--- config.mk ---
export PLATFORM = sky130hd
export DESIGN_NAME = rxring_mgr
export DESIGN_NICKNAME = d
export VERILOG_FILES = /design/src/rtl/rxr_pkg.sv /design/src/rtl/rxr_wptr.sv /design/src/rtl/rxr_ovf.sv /design/src/rtl/rxring_mgr.sv
export SDC_FILE = /design/constraint.sdc
export NUM_CORES = 1
export LEC_CHECK = 0
export CORE_ASPECT_RATIO = 0.6
export CORE_UTILIZATION = 25
export DETAILED_ROUTE_END_ITERATION = 10
export SLEW_MARGIN = 40
export SYNTH_ARGS = -nofsm -noshare
export SYNTH_HDL_FRONTEND = slang
export SYNTH_SLANG_ARGS = --single-unit
--- constraint.sdc ---
create_clock -name clk -period 2.3 [get_ports clk]
set_input_delay 0.23 -clock clk [delete_from_list [all_inputs] [get_ports clk]]
set_output_delay 0.23 -clock clk [all_outputs]
set_load 0.005 [all_outputs]
--- src/rtl/rxr_pkg.sv ---
package rxr_pkg;
  localparam int PG_W    = 8;
  localparam int OFF_W   = 8;
  localparam int ADDR_W  = PG_W + OFF_W;
  localparam int CNT_W   = 16;
  localparam int HDR_LEN = 4;
  localparam int HIDX_W  = $clog2(HDR_LEN);

  typedef enum logic [1:0] {
    ST_IDLE = 2'd0,
    ST_RECV = 2'd1,
    ST_DROP = 2'd2,
    ST_HDR  = 2'd3
  } rx_st_e;

  function automatic logic [PG_W-1:0] pg_next(input logic [PG_W-1:0] p,
                                               input logic [PG_W-1:0] s,
                                               input logic [PG_W-1:0] e);
    logic [PG_W-1:0] q;
    q = p + 1'b1;
    return (q == e) ? s : q;
  endfunction
endpackage

--- src/rtl/rxr_wptr.sv ---
module rxr_wptr
  import rxr_pkg::*;
(
  input  logic              clk,
  input  logic              rst_n,
  input  logic              load,
  input  logic [PG_W-1:0]   load_pg,
  input  logic              step,
  input  logic [PG_W-1:0]   start_pg,
  input  logic [PG_W-1:0]   stop_pg,
  output logic [ADDR_W-1:0] wr_addr,
  output logic [CNT_W-1:0]  byte_cnt
);
  localparam logic [OFF_W-1:0] OFF_FIRST = OFF_W'(HDR_LEN);
  localparam logic [OFF_W-1:0] OFF_LAST  = {OFF_W{1'b1}};

  logic [PG_W-1:0]  pg_q, pg_d;
  logic [OFF_W-1:0] off_q, off_d;
  logic [CNT_W-1:0] cnt_q, cnt_d;
  logic             en;

  always_comb begin
    pg_d  = pg_q;
    off_d = off_q;
    cnt_d = cnt_q;
    en    = load | step;
    if (load) begin
      pg_d  = load_pg;
      off_d = OFF_FIRST;
      cnt_d = '0;
    end else if (step) begin
      cnt_d = cnt_q + 1'b1;
      if (off_q == OFF_LAST) begin
        off_d = '0;
        pg_d  = pg_next(pg_q, start_pg, stop_pg);
      end else begin
        off_d = off_q + 1'b1;
      end
    end
  end

  always_ff @(posedge clk or negedge rst_n) begin
    if (!rst_n) begin
      pg_q  <= '0;
      off_q <= '0;
      cnt_q <= '0;
    end else if (en) begin
      pg_q  <= pg_d;
      off_q <= off_d;
      cnt_q <= cnt_d;
    end
  end

  assign wr_addr  = {pg_q, off_q};
  assign byte_cnt = cnt_q;

  // leaving the last usable page lands on the first ring page
  p_page_wrap_r4: assert property (@(posedge clk) disable iff (!rst_n)
    (step && !load && off_q == OFF_LAST && pg_q == stop_pg - 1'b1)
      |=> (wr_addr[ADDR_W-1:OFF_W] == $past(start_pg) && wr_addr[OFF_W-1:0] == '0));
endmodule

--- src/rtl/rxr_ovf.sv ---
module rxr_ovf (
  input  logic clk,
  input  logic rst_n,
  input  logic set,
  input  logic clr,
  output logic flag
);
  logic flag_q, flag_d;

  always_comb begin
    flag_d = flag_q;
    if (clr) flag_d = 1'b0;
    if (set) flag_d = 1'b1;
  end

  always_ff @(posedge clk or negedge rst_n) begin
    if (!rst_n) flag_q <= 1'b0;
    else        flag_q <= flag_d;
  end

  assign flag = flag_q;

  p_ovf_hold_r10: assert property (@(posedge clk) disable iff (!rst_n)
    (flag_q && !clr) |=> flag_q);
  p_ovf_clear_r10: assert property (@(posedge clk) disable iff (!rst_n)
    (clr && !set) |=> !flag_q);
endmodule

--- src/rtl/rxring_mgr.sv ---
module rxring_mgr
  import rxr_pkg::*;
(
  input  logic              clk,
  input  logic              rst_n,
  input  logic [PG_W-1:0]   start_pg,
  input  logic [PG_W-1:0]   stop_pg,
  input  logic [PG_W-1:0]   bnd_pg,
  input  logic              ring_init,
  input  logic [PG_W-1:0]   init_pg,
  input  logic              byte_vld,
  input  logic [7:0]        byte_dat,
  input  logic              frm_end,
  input  logic [7:0]        frm_stat,
  input  logic              frm_abort,
  input  logic              ovf_clr,
  output logic              mem_we,
  output logic [ADDR_W-1:0] mem_addr,
  output logic [7:0]        mem_wdat,
  output logic [PG_W-1:0]   cur_pg,
  output logic              ovf_flag
);
  localparam logic [HIDX_W-1:0] HIDX_LAST = HIDX_W'(HDR_LEN - 1);

  rx_st_e            st_q, st_d;
  logic [PG_W-1:0]   cur_q, cur_d;
  logic [HIDX_W-1:0] hidx_q, hidx_d;
  logic [7:0]        stat_q;
  logic [PG_W-1:0]   nxt_q, nxt_d;
  logic [CNT_W-1:0]  len_q, len_d;
  logic              latch_end;

  logic              wp_load, wp_step;
  logic [PG_W-1:0]   wp_load_pg;
  logic [ADDR_W-1:0] wr_addr;
  logic [CNT_W-1:0]  byte_cnt;
  logic              ovf_set;
  logic              we_c;
  logic [PG_W-1:0]   wr_pg;
  logic [OFF_W-1:0]  wr_off;

  assign wr_pg  = wr_addr[ADDR_W-1:OFF_W];
  assign wr_off = wr_addr[OFF_W-1:0];

  rxr_wptr u_wptr (
    .clk      (clk),
    .rst_n    (rst_n),
    .load     (wp_load),
    .load_pg  (wp_load_pg),
    .step     (wp_step),
    .start_pg (start_pg),
    .stop_pg  (stop_pg),
    .wr_addr  (wr_addr),
    .byte_cnt (byte_cnt)
  );

  rxr_ovf u_ovf (
    .clk   (clk),
    .rst_n (rst_n),
    .set   (ovf_set),
    .clr   (ovf_clr),
    .flag  (ovf_flag)
  );

  // end-of-frame header values
  always_comb begin
    nxt_d = (wr_off == '0) ? wr_pg : pg_next(wr_pg, start_pg, stop_pg);
    len_d = byte_cnt + CNT_W'(HDR_LEN);
  end

  // control
  always_comb begin
    st_d       = st_q;
    cur_d      = cur_q;
    hidx_d     = hidx_q;
    wp_load    = 1'b0;
    wp_load_pg = cur_q;
    wp_step    = 1'b0;
    we_c       = 1'b0;
    ovf_set    = 1'b0;
    latch_end  = 1'b0;
    unique case (st_q)
      ST_IDLE: begin
        if (byte_vld) begin
          if (ovf_flag) begin
            st_d = ST_DROP;
          end else if (cur_q == bnd_pg) begin
            ovf_set = 1'b1;
            st_d    = ST_DROP;
          end else begin
            we_c    = 1'b1;
            wp_step = 1'b1;
            st_d    = ST_RECV;
          end
        end
      end
      ST_RECV: begin
        if (frm_abort) begin
          wp_load = 1'b1;
          st_d    = ST_IDLE;
        end else if (frm_end) begin
          latch_end = 1'b1;
          hidx_d    = '0;
          st_d      = ST_HDR;
        end else if (byte_vld) begin
          if (wr_off == '0 && wr_pg == bnd_pg) begin
            ovf_set = 1'b1;
            st_d    = ST_DROP;
          end else begin
            we_c    = 1'b1;
            wp_step = 1'b1;
          end
        end
      end
      ST_DROP: begin
        if (frm_end || frm_abort) begin
          wp_load = 1'b1;
          st_d    = ST_IDLE;
        end
      end
      ST_HDR: begin
        we_c   = 1'b1;
        hidx_d = hidx_q + 1'b1;
        if (hidx_q == HIDX_LAST) begin
          cur_d      = nxt_q;
          wp_load    = 1'b1;
          wp_load_pg = nxt_q;
          st_d       = ST_IDLE;
        end
      end
      default: st_d = ST_IDLE;
    endcase
    if (ring_init) begin
      cur_d      = init_pg;
      wp_load    = 1'b1;
      wp_load_pg = init_pg;
      wp_step    = 1'b0;
      we_c       = 1'b0;
      ovf_set    = 1'b0;
      latch_end  = 1'b0;
      st_d       = ST_IDLE;
    end
  end

  always_ff @(posedge clk or negedge rst_n) begin
    if (!rst_n) begin
      st_q   <= ST_IDLE;
      cur_q  <= '0;
      hidx_q <= '0;
    end else begin
      st_q   <= st_d;
      cur_q  <= cur_d;
      hidx_q <= hidx_d;
    end
  end

  always_ff @(posedge clk or negedge rst_n) begin
    if (!rst_n) begin
      stat_q <= '0;
      nxt_q  <= '0;
      len_q  <= '0;
    end else if (latch_end) begin
      stat_q <= frm_stat;
      nxt_q  <= nxt_d;
      len_q  <= len_d;
    end
  end

  // write port
  always_comb begin
    mem_we = we_c;
    if (st_q == ST_HDR) begin
      mem_addr = {cur_q, {(OFF_W-HIDX_W){1'b0}}, hidx_q};
      unique case (hidx_q)
        2'd0:    mem_wdat = stat_q;
        2'd1:    mem_wdat = nxt_q;
        2'd2:    mem_wdat = len_q[7:0];
        default: mem_wdat = len_q[15:8];
      endcase
    end else begin
      mem_addr = wr_addr;
      mem_wdat = byte_dat;
    end
  end

  assign cur_pg = cur_q;

  // every write stays inside the ring
  p_in_ring_r3: assert property (@(posedge clk) disable iff (!rst_n)
    mem_we |-> (mem_addr[ADDR_W-1:OFF_W] >= start_pg && mem_addr[ADDR_W-1:OFF_W] < stop_pg));
  // the host boundary page is never written
  p_no_bnd_write_r8: assert property (@(posedge clk) disable iff (!rst_n)
    mem_we |-> (mem_addr[ADDR_W-1:OFF_W] != bnd_pg));
  // a dropped frame writes nothing
  p_drop_silent_r8: assert property (@(posedge clk) disable iff (!rst_n)
    (st_q == ST_DROP) |-> !mem_we);
  // an abort keeps the current page
  p_abort_keep_r7: assert property (@(posedge clk) disable iff (!rst_n)
    (st_q == ST_RECV && frm_abort && !ring_init) |=> $stable(cur_q));
endmodule

==> summary by stage <==
Finish
The count of fill cells added during filler insertion is 1,836. The area overhead of the layout relative to synthesis is 46.6%. The post-route netlist has around a quarter of its cells at a drive strength greater than 1. The sequential cells in the finished layout cover a total of 0.00193 mm². The final non-filler cell total is 954. The number of nets in the layout is 773.

0 antenna diodes ended up in the layout. The multi-input combinational cells in the finished layout cover a total of 0.00293 mm².

STA
The worst pin sits at a relative slew slack of 62.3%. Setup violations remaining at the end of the flow were counted as 7. Setup repair after global routing could not meet its margin everywhere. After routing, the total negative slack on setup checks comes to -316 ps. The fraction of the cycle the final worst path needs is 104%. The worst clock skew is 6.90 ps. Static timing analysis puts the maximum clock frequency at approximately 420 MHz. The total count of hold-check failures in the final report is 0.

The actual slew at the worst max-slew pin is approximately 560 ps. The minimum period implied by the final worst setup slack is 2390 ps. The worst hold margin is 429 ps.

Across all setup checks in the final design, the least slack found is -94.4 ps. The final count of pins violating max slew is 0.

Critical path
For the worst setup path, the data arrival time is 2640 ps. STA classifies the critical path endpoint as a register. In this run the worst setup path terminates at u_wptr.pg_q[0]$_DFFE_PN0P_. The buffering stage count on the worst path with inverters included is 4. The slowest stage of the critical path belongs to the cell sky130_fd_sc_hd__dfrtp_2.

On the worst path, the slowest cell contributes a delay of 400 ps. The startpoint identified for the worst register-to-register timing path is u_wptr.pg_q[0]$_DFFE_PN0P_. The logic depth of the worst register-to-register path is 11. In this run the register-to-register setup slack is -90 ps. Counting stages on the worst path, the most repeated cell is sky130_fd_sc_hd__buf_4.

The data required time at the worst endpoint is 2550 ps. The worst setup path is launched from a register. The largest fanout on the critical path is 5.

The critical path is of the register to register type. The worst setup path startpoint is u_wptr.pg_q[0]$_DFFE_PN0P_. Walking the worst path, the cells encountered are buf_4 -> xnor2_2 -> buf_4 -> nand4_1 -> nor3_4 -> buf_4 -> o22ai_1 -> nand2_2 -> buf_4 -> or3_1 -> a31oi_1.

The worst register-to-register path ends at u_wptr.pg_q[0]$_DFFE_PN0P_. The total number of cells along the worst setup path is 11. The family with the most delay on the worst path is simple AND/OR/NAND/NOR gates.

Clock tree
The clock-pin slew of the registers on the worst-case setup and hold paths is 50 ps. The number of CTS-inserted buffers is 9. The total number of clock tree sinks is 77. The library cell used as clock root buffer is sky130_fd_sc_hd__clkbuf_16. The H-tree was split into 3 levels.

The number of buffers on the longest clock path is 2. The CTS tree is built. The latest clock arrival within the worst-skew pair is 340 ps.

Yosys
The post-synthesis net count is approximately 630. The biggest area consumer among synthesized cells is sky130_fd_sc_hd__dfrtp_1. By count the netlist is led by 90 x sky130_fd_sc_hd__nand2_1, 77 x sky130_fd_sc_hd__dfrtp_1, 53 x sky130_fd_sc_hd__nor2_1, 48 x sky130_fd_sc_hd__o21ai_0, 37 x sky130_fd_sc_hd__xnor2_1. Yosys attributes the largest share of cell area to sky130_fd_sc_hd__dfrtp_1 40%, sky130_fd_sc_hd__nand2_1 7.0%, sky130_fd_sc_hd__xnor2_1 6.7%. In this run, synthesis inferred 0 flip-flops with an integrated enable. Counting every instance in the synthesized netlist gives 562. A synthesized cell averages 8.59 µm². Among all flip-flop cells after synthesis, the most frequent one is sky130_fd_sc_hd__dfrtp_1.

The post-synthesis async set-or-reset flop share is 100%. The most common cell in the synthesized netlist is sky130_fd_sc_hd__nand2_1. The sequential-to-total area share from yosys stat is about two fifths. The mapped netlist covers 0.00483 mm². Counting flops and latches in the post-synthesis netlist gives a little under 80.

The top cell type's share of synthesized area is 39.9%. The number of distinct library cells after synthesis is 53. The Yosys step of the flow raised 0 warnings.

Power and ir drop
The switching component of the power is 1.73 mW. Power spread over the standard cell area amounts to 728 mW/mm². In this run switching power makes up 33.6% of total power. Summed over all cells, the static leakage comes to roughly 3 nW. The maximum resistive drop on vdd is 449 µV. Per report_power, the sequential group accounts for 35.9% of the total. The fraction of power consumed by combinational cells is 36.3%. The share of total power dissipated in the clock network is 27.8%. The total power is 5.15 mW.

Internal power comes to about 3.4 mW.

Routing
The via count normalized by instance count is 4.86. The detailed route wirelength on metal3 is 1170 µm. The detailed router placed approximately 4.6k vias in this run. After the first detailed-routing iteration, the DRC count stood at 314. In the routed design, unresolved DRC markers number 0.

The detailed-route wire length is 15,500 µm. The routed length on met2 is 5920 µm. The count of nets left with antenna violations once routing finished came out at 0. Signal routing reaches up to met4. The wire length the detailed router placed on met1 is 8220 µm. The first-pass iteration count of the detailed router is 6.

The routed length per instance is 16.2 µm.

Floorplanning
The total I/O pin count is just under 90. The region available for standard cell placement spans ~0.018 mm². The standard-cell row count is 38. The die extent in y is 110 µm. The starting density of the core is 26.1%. The floorplan step set the die width to 181 µm. The floorplan step defined a die boundary enclosing 0.0199 mm².

Global route
The total overflow left after global routing is 0. The first global-routing pass estimated around 24,000 µm of wire. Entering global routing, the biggest net connects 40 pins. The aggregate global-route resource usage is 16.1%. The via count of the first global-routing pass is 4,415. The initial antenna violation count is 0.

Worst hold path
The tightest min-delay check is of the input port to asynchronous set/reset pin type.

Placement
The congestion estimate from routability-driven global placement came to 0.869. The cell count after placement is 927. The count of buffers from port buffering is between 80 and 90. After legalization and detailed placement, the total HPWL measured 11,700 µm. The post-placement setup slack is -202 ps.

Flow run
Across the run, the number of max-cap violations was 0.

Outcome
The final reports fail on setup timing. The run finished, with violations left.
==> how the worst min path moves through the flow <==
stage | from | endpoint | slack (ps)
3_5_place_dp | rst_n | cur_pg[0]$_DFF_PN0_ | 250
3_3_place_gp | rst_n | cur_pg[0]$_DFF_PN0_ | 250
2_1_floorplan | rst_n | cur_pg[0]$_DFF_PN0_ | -70
4_1_cts | frm_stat[6] | stat_q[6]$_DFFE_PN0P_ | 430
6_report | rst_n | cur_pg[0]$_DFF_PN0_ | 430
5_1_grt | frm_stat[2] | stat_q[2]$_DFFE_PN0P_ | 440
==> placed cells by master, fill, tap and decap left out, types with 4 or more instances in the layout <==
| cell type | Yosys | routed |
|---|---|---|
| sky130_fd_sc_hd__ha_1 | 9 | 4 |
| sky130_fd_sc_hd__or3_1 | 5 | 5 |
| sky130_fd_sc_hd__mux2_2 | 11 | 10 |
| sky130_fd_sc_hd__nand3_1 | 21 | 19 |
| sky130_fd_sc_hd__mux2i_1 | 13 | 13 |
| sky130_fd_sc_hd__nor3_1 | 14 | 10 |
| sky130_fd_sc_hd__dfrtp_2 | 0 | 5 |
| sky130_fd_sc_hd__nand4_1 | 11 | 11 |
| sky130_fd_sc_hd__xnor2_1 | 37 | 30 |
| sky130_fd_sc_hd__and3_1 | 9 | 9 |
| sky130_fd_sc_hd__a21oi_1 | 29 | 26 |
| sky130_fd_sc_hd__xnor2_2 | 0 | 7 |
| sky130_fd_sc_hd__nand2_1 | 90 | 87 |
| sky130_fd_sc_hd__clkbuf_16 | 0 | 9 |
| sky130_fd_sc_hd__dfrtp_1 | 77 | 72 |
| sky130_fd_sc_hd__nor4_1 | 5 | 5 |
| sky130_fd_sc_hd__ha_4 | 0 | 4 |
| sky130_fd_sc_hd__clkdlybuf4s50_1 | 0 | 78 |
| sky130_fd_sc_hd__xor2_1 | 21 | 18 |
| sky130_fd_sc_hd__a222oi_1 | 8 | 8 |
| sky130_fd_sc_hd__buf_12 | 0 | 4 |
| sky130_fd_sc_hd__buf_4 | 0 | 77 |
| sky130_fd_sc_hd__and2_1 | 8 | 8 |
| sky130_fd_sc_hd__a31oi_1 | 5 | 5 |
| sky130_fd_sc_hd__nor2_1 | 53 | 51 |
| sky130_fd_sc_hd__inv_1 | 11 | 8 |
| sky130_fd_sc_hd__o21ai_0 | 48 | 47 |
==> worst register-to-register path, delay by kind of cell, from the launching register on <==
kind,cells,cell delay [ps]
flops,1,400
xor+xnor,1,130
simple gates,4,690
compound gates,2,490
buf+inv,4,600
==> area by class of cell <==
cell class	instances	share of cell area, %
flip-flops and latches	77	27.3
multi-input cells	437	41.4
clock inverters	6	0.884
clock buffers	10	3.38
repair buffers	173	22.2
inverters	11	0.583
well taps	240	4.24
==> timing repair <==
item,in CTS,in global routing
gates resized for setup,43,27
hold endpoints to repair,38,0
endpoints found under the setup margin,33,34
setup buffers,8,2
hold buffers,1,0
pin swaps,17,17
cloned,0,0
==> sequential cells by signal, summed over array words and instances, names as in the netlist <==
signal,count
u_ovf.flag,1
stat_q,8
nxt_q,8
u_wptr.off_q,8
st_q,2
u_wptr.pg_q,8
len_q,16
hidx_q,2
cur_pg,8
u_wptr.byte_cnt,16
==> stage by stage <==
stage,instance area [µm²],utilization (%)
global route,7080,38.3
floorplan,4850,-
detailed placement,6470,35.0
CTS,6990,37.8
finish,7080,38.3
global placement,6470,35.0
==> power groups by stage <==
stage / logic (mW) / clock network (mW) / registers (mW)
finish: 1.87 / 1.43 / 1.85
global route: 2.05 / 1.52 / 1.87
CTS: 1.79 / 1.45 / 1.84
detailed placement: 1.62 / 0 / 1.86
global placement: 1.62 / 0 / 1.87
floorplan: 0.949 / 0 / 1.74
==> per-layer routing <==
metal / global-route usage (%) / vias up
met2: 21.6 / 139
met1: 25.1 / 2242
li1: - / 2247
met5: 0 / -
met3: 3.68 / 13
met4: 3.87 / 0
==> kinds of logic (layout without fill, tap and decap cells) <==
family | Yosys count | count (layout) | synth area share [%]
compound gates | 108 | 108 | 13.5
flops | 77 | 77 | 39.9
buf+inv | 48 | 200 | 4.20
mux | 26 | 26 | 5.89
simple gates | 235 | 235 | 23.2
fa+ha+maj | 9 | 9 | 2.33
xor+xnor | 59 | 59 | 11.0
No activity file was read; power rests on OpenSTA's default activity.
